===== config.mk =====
export PLATFORM = sky130hd
export DESIGN_NAME = accel_rd_bank
export DESIGN_NICKNAME = d
export VERILOG_FILES = /design/src/rtl/accel_rd_pkg.sv /design/src/rtl/accel_trip_fifo.sv /design/src/rtl/accel_addr_step.sv /design/src/rtl/accel_rd_bank.sv
export SDC_FILE = /design/constraint.sdc
export NUM_CORES = 2
export LEC_CHECK = 0
export BUFFER_PORTS_ARGS = -buffer_cell sky130_fd_sc_hd__buf_4
export CORE_MARGIN = 1
export CORE_UTILIZATION = 40
export DETAILED_ROUTE_END_ITERATION = 16
export HOLD_SLACK_MARGIN = 0.02
export PLACE_DENSITY_LB_ADDON = 0.25
export SYNTH_ARGS = -nofsm -noshare
export SYNTH_HDL_FRONTEND = slang
export SYNTH_SLANG_ARGS = --single-unit

===== constraint.sdc =====
create_clock -name clk -period 5.2 [get_ports clk]
set_input_delay 1.3 -clock clk [delete_from_list [all_inputs] [get_ports clk]]
set_output_delay 1.3 -clock clk [all_outputs]
set_load 0.01 [all_outputs]

===== src/rtl/accel_rd_pkg.sv =====
package accel_rd_pkg;
  localparam int SMP_W = 14;

  typedef struct packed {
    logic [SMP_W-1:0] x;
    logic [SMP_W-1:0] y;
    logic [SMP_W-1:0] z;
  } trip_t;

  localparam int TRIP_W = 3 * SMP_W;

  // idx: 0/1 X high/low, 2/3 Y high/low, 4/5 Z high/low
  function automatic logic [7:0] pick_byte(trip_t t, logic [2:0] idx);
    logic [SMP_W-1:0] s;
    case (idx[2:1])
      2'd0:    s = t.x;
      2'd1:    s = t.y;
      default: s = t.z;
    endcase
    return idx[0] ? {s[5:0], 2'b00} : s[13:6];
  endfunction
endpackage


===== src/rtl/accel_trip_fifo.sv =====
module accel_trip_fifo #(
  parameter int DEPTH = 32,
  parameter int W     = 42,
  localparam int PW   = $clog2(DEPTH),
  localparam int LW   = $clog2(DEPTH + 1)
) (
  input  logic          clk,
  input  logic          rst,
  input  logic          push,
  input  logic [W-1:0]  wdata,
  input  logic          pop,
  output logic [W-1:0]  head,
  output logic [W-1:0]  head2,
  output logic [LW-1:0] level,
  output logic          empty,
  output logic          drop
);
  logic [W-1:0]  mem [DEPTH];
  logic [PW-1:0] wptr, rptr;
  logic          full;

  function automatic logic [PW-1:0] inc(logic [PW-1:0] p);
    return (p == PW'(DEPTH - 1)) ? '0 : p + 1'b1;
  endfunction

  assign full  = (level == LW'(DEPTH));
  assign empty = (level == '0);
  assign drop  = push && full && !pop;
  assign head  = mem[rptr];
  assign head2 = mem[inc(rptr)];

  // storage without reset so it maps onto distributed RAM
  always_ff @(posedge clk) begin
    if (push) mem[wptr] <= wdata;
  end

  always_ff @(posedge clk) begin
    if (rst) begin
      wptr  <= '0;
      rptr  <= '0;
      level <= '0;
    end else begin
      if (push) wptr <= inc(wptr);
      if ((pop && !empty) || drop) rptr <= inc(rptr);
      if (push && !pop && !full) level <= level + 1'b1;
      else if (pop && !push && !empty) level <= level - 1'b1;
    end
  end

  p_level_bound_r9: assert property (@(posedge clk) disable iff (rst)
    level <= LW'(DEPTH));
  p_drop_full_r9: assert property (@(posedge clk) disable iff (rst)
    drop |=> full);
  p_pop_nonempty_r7: assert property (@(posedge clk) disable iff (rst)
    pop |-> !empty);
endmodule


===== src/rtl/accel_addr_step.sv =====
module accel_addr_step (
  input  logic [2:0] cur,
  input  logic       fast,
  output logic [2:0] nxt
);
  always_comb begin
    nxt = cur + 3'd1;
    if (fast && nxt != 3'd0 && !nxt[0]) nxt = nxt + 3'd1;
    if (nxt == 3'd7) nxt = 3'd0;
  end

  always_comb begin
    p_step_range_r2: assert (nxt != 3'd7);
  end
endmodule


===== src/rtl/accel_rd_bank.sv =====
module accel_rd_bank
  import accel_rd_pkg::*;
#(
  parameter int DEPTH = 32,
  localparam int LW   = $clog2(DEPTH + 1)
) (
  input  logic             clk,
  input  logic             rst,
  input  logic             smp_valid,
  input  logic [SMP_W-1:0] smp_x,
  input  logic [SMP_W-1:0] smp_y,
  input  logic [SMP_W-1:0] smp_z,
  input  logic             cfg_fast,
  input  logic             cfg_fifo,
  input  logic             rd_start,
  input  logic [2:0]       rd_addr,
  input  logic             rd_next,
  output logic [7:0]       rd_data
);
  trip_t smp_in, live, shadow, n_sh, head, head2, head_now;
  logic [TRIP_W-1:0] head_v, head2_v;
  logic [2:0] cur, bidx, step_addr, n_addr, n_idx;
  logic [LW-1:0] level;
  logic sh_valid, n_shv, ovf, empty, drop, push, pop, last, at_port, load;
  logic [7:0] stat, n_byte;

  assign smp_in   = '{x: smp_x, y: smp_y, z: smp_z};
  assign push     = smp_valid && cfg_fifo;
  assign head     = trip_t'(head_v);
  assign head2    = trip_t'(head2_v);
  assign head_now = drop ? head2 : head;
  assign at_port  = cfg_fifo && cur == 3'd1;
  assign last     = cfg_fast ? (bidx >= 3'd4) : (bidx == 3'd5);
  assign pop      = !rd_start && rd_next && at_port && last && sh_valid;

  accel_trip_fifo #(.DEPTH(DEPTH), .W(TRIP_W)) u_fifo (
    .clk(clk), .rst(rst), .push(push), .wdata(TRIP_W'(smp_in)), .pop(pop),
    .head(head_v), .head2(head2_v), .level(level), .empty(empty), .drop(drop)
  );

  accel_addr_step u_step (.cur(cur), .fast(cfg_fast), .nxt(step_addr));

  always_comb begin
    n_addr = cur;
    n_idx  = bidx;
    n_sh   = shadow;
    n_shv  = sh_valid;
    load   = 1'b0;
    if (rd_start) begin
      n_addr = rd_addr;
      n_idx  = 3'd0;
      load   = 1'b1;
      n_sh   = cfg_fifo ? (empty ? '0 : head_now) : live;
      n_shv  = cfg_fifo && !empty;
    end else if (rd_next) begin
      if (at_port) begin
        if (last) begin
          n_idx = 3'd0;
          load  = 1'b1;
          if (sh_valid) begin
            if (level >= LW'(2)) n_sh = head2;
            else n_sh = push ? smp_in : '0;
            n_shv = (level >= LW'(2)) || push;
          end else begin
            n_sh  = empty ? '0 : head_now;
            n_shv = !empty;
          end
        end else begin
          n_idx = bidx + (cfg_fast ? 3'd2 : 3'd1);
        end
      end else begin
        n_addr = step_addr;
      end
    end
    if (drop && !load) n_shv = 1'b0;
  end

  always_comb begin
    stat    = 8'(level);
    stat[7] = ovf;
    if (n_addr == 3'd0)   n_byte = stat;
    else if (cfg_fifo)    n_byte = (n_addr == 3'd1) ? pick_byte(n_sh, n_idx) : 8'h00;
    else if (n_addr != 3'd7) n_byte = pick_byte(n_sh, n_addr - 3'd1);
    else                  n_byte = 8'h00;
  end

  always_ff @(posedge clk) begin
    if (rst) begin
      live     <= '0;
      shadow   <= '0;
      sh_valid <= 1'b0;
      cur      <= '0;
      bidx     <= '0;
      ovf      <= 1'b0;
      rd_data  <= '0;
    end else begin
      if (smp_valid) live <= smp_in;
      shadow   <= n_sh;
      sh_valid <= n_shv;
      cur      <= n_addr;
      bidx     <= n_idx;
      if (drop) ovf <= 1'b1;
      else if ((rd_start || rd_next) && n_addr == 3'd0) ovf <= 1'b0;
      if (rd_start || rd_next) rd_data <= n_byte;
    end
  end

  p_shadow_hold_r5: assert property (@(posedge clk) disable iff (rst)
    (!rd_start && !cfg_fifo) |=> $stable(shadow));
  p_fifo_gap_zero_r6: assert property (@(posedge clk) disable iff (rst)
    (cfg_fifo && rd_start && rd_addr >= 3'd2 && rd_addr <= 3'd6) |=> rd_data == 8'h00);
  p_fast_skip_r3: assert property (@(posedge clk) disable iff (rst)
    (rd_next && !rd_start && cfg_fast && !cfg_fifo) |=> (cur == 3'd0 || cur[0]));
  p_ovf_flag_r9: assert property (@(posedge clk) disable iff (rst)
    drop |=> ovf);
endmodule


## Word level (Yosys, flattened, before mapping)

Memory sizes are Yosys's and may differ from the RTL's. A register that Yosys moved wholly into a read port is not among the register bits.
Index checks and enable logic that the tools add are counted.

| operators by class | value |
|---|---|
| add/subtract/negate cells | 8 |
| eq/ne operators | 10 |
| multiplexer cells | 48 |
| order comparisons | 2 |
| reduce and logical (&&, ||, !) cells | 40 |

Operators with widths:

| cell | count |
|---|---|
| 42-bit two-way mux | 10 |
| 14-bit case mux with 2 select lines | 2 |
| 8-bit two-way mux | 6 |
| 3-bit two-way mux | 9 |
| 5-bit two-way mux | 4 |
| 1-bit logical AND | 18 |
| 1-bit two-way mux | 14 |
| 6-bit two-way mux | 2 |
| 5-bit by 1-bit adder with 5-bit output (second input constant) | 2 |
| 5-bit == test (second input constant) | 2 |
| 2-bit nonzero test | 5 |
| 1-bit zero test | 7 |
| 3-bit by 1-bit adder with 3-bit output (second input constant) | 2 |
| 6-bit by 1-bit adder with 6-bit output (second input constant) | 1 |
| 3-bit by 1-bit == test with 1-bit output (second input constant) | 2 |
| 3-bit == test (second input constant) | 2 |
| 6-bit == test (second input constant) | 1 |
| 6-bit by 2-bit greater-or-equal comparator with 1-bit output (second input constant) | 1 |
| 6-bit zero test | 1 |
| 6-bit by 1-bit subtractor with 6-bit output (second input constant) | 1 |
| 2-bit by 1-bit == test with 1-bit output (second input constant) | 2 |
| 2-bit zero test | 2 |
| 3-bit by 2-bit adder with 3-bit output | 1 |
| 3-bit greater-or-equal comparator (second input constant) | 1 |
| other kinds (8) | 10 |

| word-level totals | value |
|---|---|
| output and inout bits | 8 |
| memory bits (writable) | 1344 |
| word-level logic and storage cells | 123 |
| input port bits | 52 |
| memories kept | 1 |
| flip-flop bits (word level) | 116 |

Memories:

| memory | words | width | read ports | clocked after Yosys merged registers in | write ports | RTL line | RTL |
|---|---|---|---|---|---|---|---|
| u_fifo.mem | 32 | 42 | 2 | 1 | 1 | accel_trip_fifo.sv:18 | `logic [W-1:0] mem [DEPTH];` |

## Depth between registers and ports, before layout

| depth | value |
|---|---|
| word-level depth | 19 |
| depth in mapped cells | 19 |
| gate-level depth less buffers | 17 |

## Cells and area by module

A second synthesis with hierarchy kept.

| unflattened totals | value |
|---|---|
| cells, all modules | 3788 |
| area total of the unflattened synthesis | 69605.5 µm² |

By module, submodules not included:

| module | cells each | seq. area each (µm²) | instances | area each (µm²) |
|---|---|---|---|---|
| accel_trip_fifo | 2779 | 40779.1 | 1 | 62115.8 |
| accel_rd_bank | 990 | 2001.9 | 1 | 7337.0 |
| accel_addr_step | 19 | 0.0 | 1 | 152.6 |

## Worst setup path after synthesis

Ideal clock, no wire load.

| timing | value |
|---|---|
| kind | input-to-reg |
| start | in smp_valid |
| end | mem u_fifo.mem[30][0] (enable) |
| arrival time | 4.564 ns |
| data required time | 4.758 ns |
| slack | 0.194 ns |
| cell stages on the path | 7 |
| path buffers | 4 |
| library setup time | 0.442 ns |
| path through | clkbuf_1 and2_1 clkbuf_1 clkbuf_1 buf_1 nand2_1 nor2_1 |

| on the way | value |
|---|---|
| word-level cells in the longest chain between the ends | 3 |

Ends and longest elaborated chain:

| what | RTL line | RTL |
|---|---|---|
| start: declaration | accel_rd_bank.sv:9 | `input logic smp_valid,` |
| 1-bit logical AND | accel_rd_bank.sv:28 | `assign push = smp_valid && cfg_fifo;` |
| 1-bit two-way mux | accel_trip_fifo.sv:34 | `if (push) mem[wptr] <= wdata;` |
| 1-bit two-way mux (implied by the code) | accel_trip_fifo.sv:34 |  |
| end: declaration | accel_trip_fifo.sv:18 |  |

Every way passes these cells.

## Worst setup path after layout

| timing | value |
|---|---|
| start | reg u_fifo.rptr[2] |
| end | reg rd_data[3] |

| on the way | value |
|---|---|
| word-level cells in the longest chain between the ends | 15 |
| elaborated cells on any way between the ends | 21 |
| those cells by class | add/sub: 1; eq/ne: 1; mux: 18; memory: 1 |

Ends and longest elaborated chain:

| what | RTL line | RTL |
|---|---|---|
| start: declaration | accel_trip_fifo.sv:19 | `logic [PW-1:0] wptr, rptr;` |
| start signal: assignment | accel_trip_fifo.sv:44 | `if ((pop && !empty) \|\| drop) rptr <= inc(rptr);` |
| 5-bit by 1-bit adder with 5-bit output or 5-bit == test (tied branches) | accel_trip_fifo.sv:23 | `return (p == PW'(DEPTH - 1)) ? '0 : p + 1'b1;` |
| 5-bit two-way mux * | accel_trip_fifo.sv:23 |  |
| memory read 32 x 42 bit * | n/a |  |
| 42-bit two-way mux | accel_rd_bank.sv:31 | `assign head_now = drop ? head2 : head;` |
| 42-bit two-way mux | accel_rd_bank.sv:53, accel_rd_bank.sv:65 |  |
| 42-bit two-way mux | accel_rd_bank.sv:60 | `if (sh_valid) begin` |
| 42-bit two-way mux | accel_rd_bank.sv:57 | `if (last) begin` |
| 42-bit two-way mux | accel_rd_bank.sv:56 | `if (at_port) begin` |
| 42-bit two-way mux | accel_rd_bank.sv:55 | `end else if (rd_next) begin` |
| 42-bit two-way mux * | accel_rd_bank.sv:49 | `if (rd_start) begin` |
| 14-bit case mux with 2 select lines | accel_rd_pkg.sv:15 | `case (idx[2:1])` |
| 8-bit two-way mux | accel_rd_pkg.sv:20 | `return idx[0] ? {s[5:0], 2'b00} : s[13:6];` |
| 8-bit two-way mux, on equally long branches | accel_rd_bank.sv:83, accel_rd_bank.sv:82 |  |
| 8-bit two-way mux * | accel_rd_bank.sv:82 | `else if (cfg_fifo) n_byte = (n_addr == 3'd1) ? pick_byte(n_sh, n_idx) : 8'h00;` |
| 8-bit two-way mux * | accel_rd_bank.sv:81 | `if (n_addr == 3'd0) n_byte = stat;` |
| end signal: assignment | accel_rd_bank.sv:104 | `if (rd_start \|\| rd_next) rd_data <= n_byte;` |
| end: declaration | accel_rd_bank.sv:18 | `output logic [7:0] rd_data` |

Every way passes the cells marked *; elsewhere a longest branch is shown, timed or not.
A chain may end at the register's enable or synchronous reset.

==> impl_metrics.toml <==
[floorplanning]
coreArea_mm2 = 0.179
dieHeight_um = 427
ios = 60
die_area_mm2 = 0.183
rows = 155
fp.dieW_um = 427
start_util = 0.404

[clock_tree]
clk_latency_ps = 860
cts_sinks = 1465
holdBufCountCts = 0
cts_htree_levels = 4
cts_resized = 0
cts_buffers = 158
clockBufferDepth = 3
clk_pin_slew_ps = 70
cts_tree = "yes"
post_cts_buffers = 0
clockRootBuffer = "clkbuf_16"

[sta]
fmax_mhz = 200
drv_slew = 0
report.final.setup_viol = 0
finalHoldViolCount = 0
rsz0062_at_grt = "no"
whs_ps = 488
period_share = 0.960
final.setup.tns_ps = 0
fin_crit_ps = 4990
finClkSkew_ps = 50.1
max_slew_margin = 0.0691
worst_pin_slew_ps = 1390

[critical_path]
crit_path_frequent_cell = "buf_12"
cp_top_family = "compound AO/OA/AOI/OAI gates"
cpPeakStageDelay_ps = 780
worst_ep_required_time_ps = 5900
arrival_ps = 5700
crit_path_end_kind = "register"
cp-start-kind = "register"
crit_slowest_cell = "a211oi_1"
worst-path-max-fanout = 32
crit_type = "reg2reg"
crit_chain = "and3_1, ha_4, nor2b_1, mux2_4, buf_12, buf_12, a311oi_1, nand3_1, a32oi_1, mux2_2, a21oi_1, o21a_1, a211oi_1, o32ai_1"
cp_num_buf_inv = 2

[power]
p_total_uw = 26400
ir_drop_uv = 286
p_leak_uw = 0.0257
powerDensity_mw_per_mm2 = 323

[logic_synthesis]
yosys.area.top_type = "edfxtp_1"
yosys.area_share.simple = 0.0799
synth_compound_area_frac = 0.0964
synth_top_family_by_area = "multiplexers"
postSynthAreaPerCell_um2 = 14.6
synth_cell_types = 106
async_flop_share = 0
synth-main-ff-cell = "edfxtp_1"
synth.top_cell.area_share = 0.558
synth-seq-cells = 1465
synth_xor_area_frac = 0.00109
synth_enable_flop_cells = 1344
synthAdderAreaFrac = 0.00401
synthTopCellsByArea = "edfxtp_1 56%, mux4_2 15%, dfxtp_1 3.3%"
yosys_warnings = 0
syn-instance-count = 4938
ys_seq_area_frac = 0.592
synth.area.mux_share = 0.192
synth_fp_nets = 5012
netlist_area_mm2 = 0.0723

[global_routing]
grt.overflow.total = 0
grt_antenna_before_repair = 14
grt_pass1_vias = 49400
track_usage = 0.312
grt_max_degree = 87
grt_pass1_wl_um = 396000

[placed_design]
placedCellCount = 7243
hpwl_um = 176000
port_buffers = 59
globalplace.congestion = 1.01

[cells_and_area]
fin_cells = 7546
syn_to_final_growth_pct = 13.1
seq_area_mm2 = 0.0428
utilization = 0.457
fillers = 15500
layout-drive-gt1-share = 0.235
final_cell_mix = "1344 x edfxtp_1, 489 x mux4_2, 416 x nand2_1, 290 x buf_4, 284 x nor2_1"
multi_input_area_mm2 = 0.0274
layout_commonest_cell = "edfxtp_1"
finalNetCount = 5123

[hold_path]
hp-class = "reg2reg"

[status]
outcome = "finished, final reports clean"

[drt]
vias = 52100
avgRoutedWirePerCell_um = 38.2
drt_wl_total_um = 288000
initialDrtViolationCount = 8648
final_antenna_net_count = 0
vias_per_cell = 6.91
dr.pass1.iters = 8
drc = 0

[run]
maxCapViolCount = 0
-- worst reg2reg max path, stage by stage (launching register included) --
cell and delay (ps):
dfxtp_1 560, and3_1 270, ha_4 590, nor2b_1 190
mux2_4 560, buf_12 290, buf_12 240, a311oi_1 260
nand3_1 170, a32oi_1 210, mux2_2 270, a21oi_1 110
o21a_1 190, a211oi_1 780, o32ai_1 150
-- power breakdown --
part           internal, uW  total (uW)  leakage, uW  switching [uW]
sequential            12900       13000       0.0131            80.6
combinational           573        1770       0.0100            1190
clock                  6600       11600      0.00256            5000
-- logic make-up (layout without fill, tap and decap cells) --
family | after synthesis | count (layout)
buffers and inverters | 430 | 673
adders and majority gates | 22 | 22
and+or+nand+nor | 1241 | 1241
DFF | 1465 | 1465
xor gates and xnor gates | 9 | 9
AOI/OAI and AO/OA | 1019 | 1019
muxes | 752 | 752
other | 0 | 10
-- area by class of cell --
type / count / area share
flip-flops and latches: 1465 / 0.523
multi-input cells: 3043 / 0.335
clock buffers: 187 / 0.0503
repair buffers: 344 / 0.0397
well taps: 2355 / 0.0360
clock inverters: 105 / 0.0140
inverters: 37 / 0.00170
diodes: 10 / 0.000306
-- final timing paths --
check                         startpoint  cells past startpoint                 endpoint  slack (ps)
min reg2reg             ovf$_SDFFE_PP0P_                      2         ovf$_SDFFE_PP0P_         490
min                     ovf$_SDFFE_PP0P_                      2         ovf$_SDFFE_PP0P_         490
max          u_fifo.rptr[2]$_SDFFE_PP0N_                     14  rd_data[3]$_SDFFE_PP0P_         210
max reg2reg  u_fifo.rptr[2]$_SDFFE_PP0N_                     14  rd_data[3]$_SDFFE_PP0P_         210
-- cell usage after synthesis, drive strengths merged, types with 20 or more instances --
master,n
o21ai,171
inv,33
buf,259
nor2,325
mux4,499
mux2,49
clkbuf,133
dfxtp,121
a311oi,28
o211ai,45
a22oi,65
nand4,38
nand3,163
nor3b,21
mux2i,204
a2111oi,22
nor2b,37
nor3,77
a21oi,224
nand2,418
edfxtp,1344
a221oi,58
a31oi,74
a21o,20
o22ai,51
ha,20
and3,48
a211oi,56
-- layer usage --
metal	track usage	wire length, um
met5	0	83
met4	0.145	15200
met3	0.0865	37200
met2	0.466	127000
met1	0.423	109000
-- stage by stage --
step / instance area (um2) / setup WS [ps]
floorplan: 72300 / 194
global placement: 76500 / 307
detailed placement: 76500 / 231
CTS: 81800 / 442
global route: 81800 / 163
finish: 81800 / 207
-- sequential cells by signal, indices dropped and copies added, names as in the netlist, named ones only --
signal,cells
ovf,1
sh_valid,1
rd_data,8
live,42
shadow,42
u_fifo.mem,1344
u_fifo.wptr,5
u_fifo.level,6
cur,3
bidx,3
u_fifo.rptr,5
(Power assumes the default switching activity.)
